<file path="config.mk">
export PLATFORM = sky130hd
export DESIGN_NAME = synth_ctl_reg
export DESIGN_NICKNAME = d
export VERILOG_FILES = /design/src/rtl/synth_ctl_pkg.sv /design/src/rtl/synth_ctl_edge_sync.sv /design/src/rtl/synth_ctl_shift.sv /design/src/rtl/synth_ctl_latches.sv /design/src/rtl/synth_ctl_reg.sv
export SDC_FILE = /design/constraint.sdc
export NUM_CORES = 1
export LEC_CHECK = 0
export BUFFER_PORTS_ARGS = -buffer_cell sky130_fd_sc_hd__buf_4
export CELL_PAD_IN_SITES_DETAIL_PLACEMENT = 1
export CELL_PAD_IN_SITES_GLOBAL_PLACEMENT = 1
export CORE_UTILIZATION = 41
export CTS_CLUSTER_DIAMETER = 100
export CTS_CLUSTER_SIZE = 16
export DETAILED_ROUTE_END_ITERATION = 8
export GPL_ROUTABILITY_DRIVEN = 0
export MAX_ROUTING_LAYER = met4
export PLACE_DENSITY_LB_ADDON = 0.1
export SLEW_MARGIN = 20
export SYNTH_ARGS = -nofsm -noshare
export SYNTH_HDL_FRONTEND = slang
export SYNTH_SLANG_ARGS = --single-unit
</file>
<file path="constraint.sdc">
create_clock -name clk -period 1.85 [get_ports clk]
set_clock_uncertainty 0.15 [all_clocks]
set_input_delay 0.185 -clock clk [delete_from_list [all_inputs] [get_ports clk]]
set_output_delay 0.185 -clock clk [all_outputs]
set_load 0.005 [all_outputs]
</file>
<file path="src/rtl/synth_ctl_pkg.sv">
package synth_ctl_pkg;
  localparam int WORD_W  = 23;
  localparam int MAIN_W  = 13;
  localparam int SWAL_W  = 5;
  localparam int REFC_W  = 11;
  localparam int TEST_W  = 2;
  localparam int MODE_W  = 2;

  // Positions in the shift register after a full word: bit k of the word
  // (1 = first shifted) sits at index WORD_W - k.
  localparam int SEL_IDX   = 0;
  localparam int MODE_LSB  = 1;
  localparam int SWAL_LSB  = 5;
  localparam int MAIN_LSB  = SWAL_LSB + SWAL_W;
  localparam int REFC_LSB  = 3;
  localparam int TEST_LSB  = REFC_LSB + REFC_W;

  typedef struct packed {
    logic [TEST_W-1:0] test;
    logic [REFC_W-1:0] count;
  } ref_lat_t;

  typedef struct packed {
    logic [MAIN_W-1:0] main_cnt;
    logic [SWAL_W-1:0] swallow;
    logic [MODE_W-1:0] mode;
  } fb_lat_t;

  localparam logic [MODE_W-1:0] MODE_DRIVE = 2'b11;
endpackage

</file>
<file path="src/rtl/synth_ctl_edge_sync.sv">
module synth_ctl_edge_sync #(
  parameter int STAGES = 2
) (
  input  logic clk,
  input  logic rst_n,
  input  logic d,
  output logic level,
  output logic rise
);
  logic [STAGES-1:0] chain;
  logic              prev;

  always_ff @(posedge clk or negedge rst_n) begin
    if (!rst_n) begin
      chain <= '0;
      prev  <= 1'b0;
    end else begin
      chain <= {chain[STAGES-2:0], d};
      prev  <= chain[STAGES-1];
    end
  end

  assign level = chain[STAGES-1];
  assign rise  = chain[STAGES-1] & ~prev;
endmodule

</file>
<file path="src/rtl/synth_ctl_shift.sv">
module synth_ctl_shift #(
  parameter int W = 23
) (
  input  logic         clk,
  input  logic         rst_n,
  input  logic         shift_en,
  input  logic         din,
  output logic [W-1:0] word
);
  always_ff @(posedge clk or negedge rst_n) begin
    if (!rst_n)        word <= '0;
    else if (shift_en) word <= {word[W-2:0], din};
  end
endmodule

</file>
<file path="src/rtl/synth_ctl_latches.sv">
module synth_ctl_latches
  import synth_ctl_pkg::*;
(
  input  logic              clk,
  input  logic              rst_n,
  input  logic              load,
  input  logic [WORD_W-1:0] word,
  output ref_lat_t          ref_q,
  output fb_lat_t           fb_q
);
  ref_lat_t ref_d;
  fb_lat_t  fb_d;
  logic     pick_fb;

  always_comb begin
    pick_fb        = word[SEL_IDX];
    ref_d.count    = word[REFC_LSB +: REFC_W];
    ref_d.test     = word[TEST_LSB +: TEST_W];
    fb_d.mode      = word[MODE_LSB +: MODE_W];
    fb_d.swallow   = word[SWAL_LSB +: SWAL_W];
    fb_d.main_cnt  = word[MAIN_LSB +: MAIN_W];
  end

  always_ff @(posedge clk or negedge rst_n) begin
    if (!rst_n) begin
      ref_q <= '0;
      fb_q  <= '0;
    end else if (load) begin
      if (pick_fb) fb_q  <= fb_d;
      else         ref_q <= ref_d;
    end
  end
endmodule

</file>
<file path="src/rtl/synth_ctl_reg.sv">
module synth_ctl_reg
  import synth_ctl_pkg::*;
#(
  parameter int SYNC_STAGES = 2
) (
  input  logic              clk,
  input  logic              rst_n,
  input  logic              ser_clk,
  input  logic              ser_data,
  input  logic              ser_le,
  input  logic              operate,
  output logic [REFC_W-1:0] ref_count,
  output logic [TEST_W-1:0] ref_test,
  output logic [MAIN_W-1:0] fb_main,
  output logic [SWAL_W-1:0] fb_swallow,
  output logic              pump_en
);
  localparam int NLINES = 3;

  logic [NLINES-1:0] raw_in, lvl, rise;
  logic              le_lvl, load, shift_en;
  logic [WORD_W-1:0] sr_word;
  ref_lat_t          ref_q;
  fb_lat_t           fb_q;

  assign raw_in = {ser_le, ser_data, ser_clk};

  generate
    for (genvar g = 0; g < NLINES; g++) begin : g_sync
      synth_ctl_edge_sync #(.STAGES(SYNC_STAGES)) u_sync (
        .clk(clk), .rst_n(rst_n), .d(raw_in[g]),
        .level(lvl[g]), .rise(rise[g])
      );
    end
  endgenerate

  assign le_lvl   = lvl[2];
  assign load     = rise[2];
  assign shift_en = rise[0] & ~le_lvl;

  synth_ctl_shift #(.W(WORD_W)) u_shift (
    .clk(clk), .rst_n(rst_n), .shift_en(shift_en), .din(lvl[1]), .word(sr_word)
  );

  synth_ctl_latches u_lat (
    .clk(clk), .rst_n(rst_n), .load(load), .word(sr_word),
    .ref_q(ref_q), .fb_q(fb_q)
  );

  assign ref_count  = ref_q.count;
  assign ref_test   = ref_q.test;
  assign fb_main    = fb_q.main_cnt;
  assign fb_swallow = fb_q.swallow;
  assign pump_en    = operate && (fb_q.mode == MODE_DRIVE);
endmodule

</file>
==> impl_metrics.tcl <==
set metrics [dict create \
    tightest_slew_ns 0.776 \
    cap_viol_max_count 0 \
    fin_tns_setup_ns 0 \
    min_from "g_sync[0].u_sync.chain[0]" \
    overflow 0 \
    vias 1224 \
    drc 0 \
    period_minus_slack_ns 1.53 \
    clock_latency_ns 0.32 \
    syn-num-nets 153 \
    placed_cells 241 \
    area_growth_pct 17.7 \
    grt_max_degree 65 \
    p_total_uw 3130 \
    setup.worst_path.start_class "register" \
    crit_fanout 11 \
    ys_warn_count 0 \
    setup_viol 0 \
    ir_drop_uv 728 \
    grt_pass1_wl_um 6700 \
    syn_area_mm2 0.00246 \
    cts_resized 0 \
    clockBufferDepth 2 \
    cpMaxStageDelayCell "dfrtp_1" \
    cpLargestDelayFamily "flip-flops" \
    ios 38 \
    final_area_mm2 0.00290 \
    cts_buffers 9 \
    rows 27 \
    cts_tree "built" \
    instances_no_fill 260 \
    diodes 0 \
    syn_inst 147 \
    initial_core_util_pct 43.6 \
    avgSynthCellArea_um2 16.8 \
    p_per_area_mw_per_mm2 1080 \
    hold_ws_ns 0.198 \
    drive_gt1_share_pct 59.6 \
    final_antenna_net_count 0 \
    first_iter_violations 52 \
    path_class "reg -> reg" \
    r2r_slack_ns 0.32 \
    synth_cell_types 9 \
    report.final.slew_viol_count 0 \
    rsz0062_at_grt "no" \
    cp.arrival_ns 1.59 \
    die-area_mm2 0.00632 \
    wl_per_cell_um 15.1 \
    seq_area_frac_synth_pct 65.0 \
    reg2reg_from "g_sync[2].u_sync.chain[1]" \
    clkTransAtPathRegs_ns 0.06 \
    wl_um 3930 \
    grt_usage_pct 15.1 \
    dr.pass1.iters 3 \
    crit_buf_inv 1 \
    setup.worst_path.end_class "register" \
    dp_hpwl_um 2700 \
    vias_per_cell 4.71 \
    place_area_mm2 0.00271 \
    leakagePower_uw 0.00149 \
    finalHoldViolCount 0 \
    grt_pass1_vias 1302 \
    die_y_um 79.5 \
    num-nets-final 190 \
    min_period_over_period_pct 82.9 \
    hold_path_class "reg -> reg" \
    core_mm2 0.00564 \
    antenna_found_initial 0 \
    status "finished, final reports clean" \
    worstPathCellList "nor3b_4, buf_4, mux2_2" \
    htree_levels 3 \
    worstPathRequired_ns 1.91 \
    die_w_um 79.5 \
    synth.ff_latch_count 64 \
    startpoint "g_sync[2].u_sync.chain[1]" \
    relSlewSlack_pct 48.2 \
    crit_path_max_incr_delay_ns 0.43 \
    cts_root_buf "clkbuf_8" \
    clock_sinks 64 \
    numPortBuffers 37 \
    max_freq_ghz 0.652 \
]
[worst paths after layout]
check	to	cells past startpoint
max reg2reg	u_shift.word[15]	3
max in group asynchronous	u_shift.word[19]	2
max	u_shift.word[15]	3
min in group asynchronous	u_lat.fb_q[11]	2
min reg2reg	g_sync[0].u_sync.chain[1]	0
min	g_sync[0].u_sync.chain[1]	0
[repair_timing]
item                      CTS  global route
buffers inserted            0             0
hold buffers                4             0
hold endpoints to repair   67             0
[routing by layer]
layer  vias to the layer above  track usage, %  wire length [um]
met1                       626            18.9              1770
li1                        564               -                 -
met5                         -               -                 0
met3                         6            5.49               180
met2                        28            22.1              1930
met4                         0            6.00                51
[where the power goes]
part | internal (uW) | switching (uW) | total, uW | leakage (uW)
sequential | 1600 | 134 | 1730 | 0.000853
clock | 480 | 466 | 946 | 0.0000745
combinational | 296 | 152 | 448 | 0.000563
total | 2380 | 752 | 3130 | 0.00149
[worst reg2reg max path: cells and delay by family, from the launching register on]
| family | cells | cell delay [ns] |
|---|---|---|
| flops | 1 | 0.43 |
| mux | 1 | 0.36 |
| simple gates | 1 | 0.24 |
| buf+inv | 1 | 0.23 |
[registers in the layout, indices dropped and copies added (netlist names)]
name / flops
u_shift.word: 23
u_lat.fb_q: 20
g_sync.u_sync.prev: 2
u_lat.ref_q: 13
g_sync.u_sync.chain: 6
[stage by stage]
step	util [%]	worst slack, ns
5_1_grt	51.4	0.240
3_5_place_dp	48.1	0.318
4_1_cts	51.4	0.305
6_report	51.4	0.317
3_3_place_gp	48.1	0.384
2_1_floorplan	-	0.365
[area by class of cell]
class | instances | area [um^2]
Clock buffer | 14 | 143
Sequential cell | 64 | 1600
Tap cell | 72 | 90.1
Multi-Input combinational cell | 60 | 682
Clock inverter | 1 | 5.00
Timing Repair Buffer | 49 | 378
Fill cell | 549 | 2740
[cells by family (layout without fill, tap and decap cells)]
kind of cell | Yosys count | count (layout) | share of synthesized area, %
mux | 56 | 56 | 25.6
simple gates | 4 | 4 | 2.08
buf+inv | 23 | 64 | 7.27
flops | 64 | 64 | 65.0
[Yosys cell counts (all sizes together)]
cell type | n | share of area (%)
nor3b | 2 | 1.5
nand3b | 1 | 0.30
and3 | 1 | 0.25
buf | 23 | 7.3
dfrtp | 64 | 65
mux2 | 56 | 26
[cells in the final DEF (no fill, tap or decap)]
cell	netlist	routed
dfrtp_1	64	64
mux2_2	55	55
buf_4	18	45
clkbuf_8	0	9
clkbuf_1	0	5
dlygate4sd3_1	0	4
nor3b_4	2	2
mux2_1	1	1
nand3b_1	1	1
and3_1	1	1
clkinv_2	0	1
No activity file was read; power rests on OpenSTA's default activity.
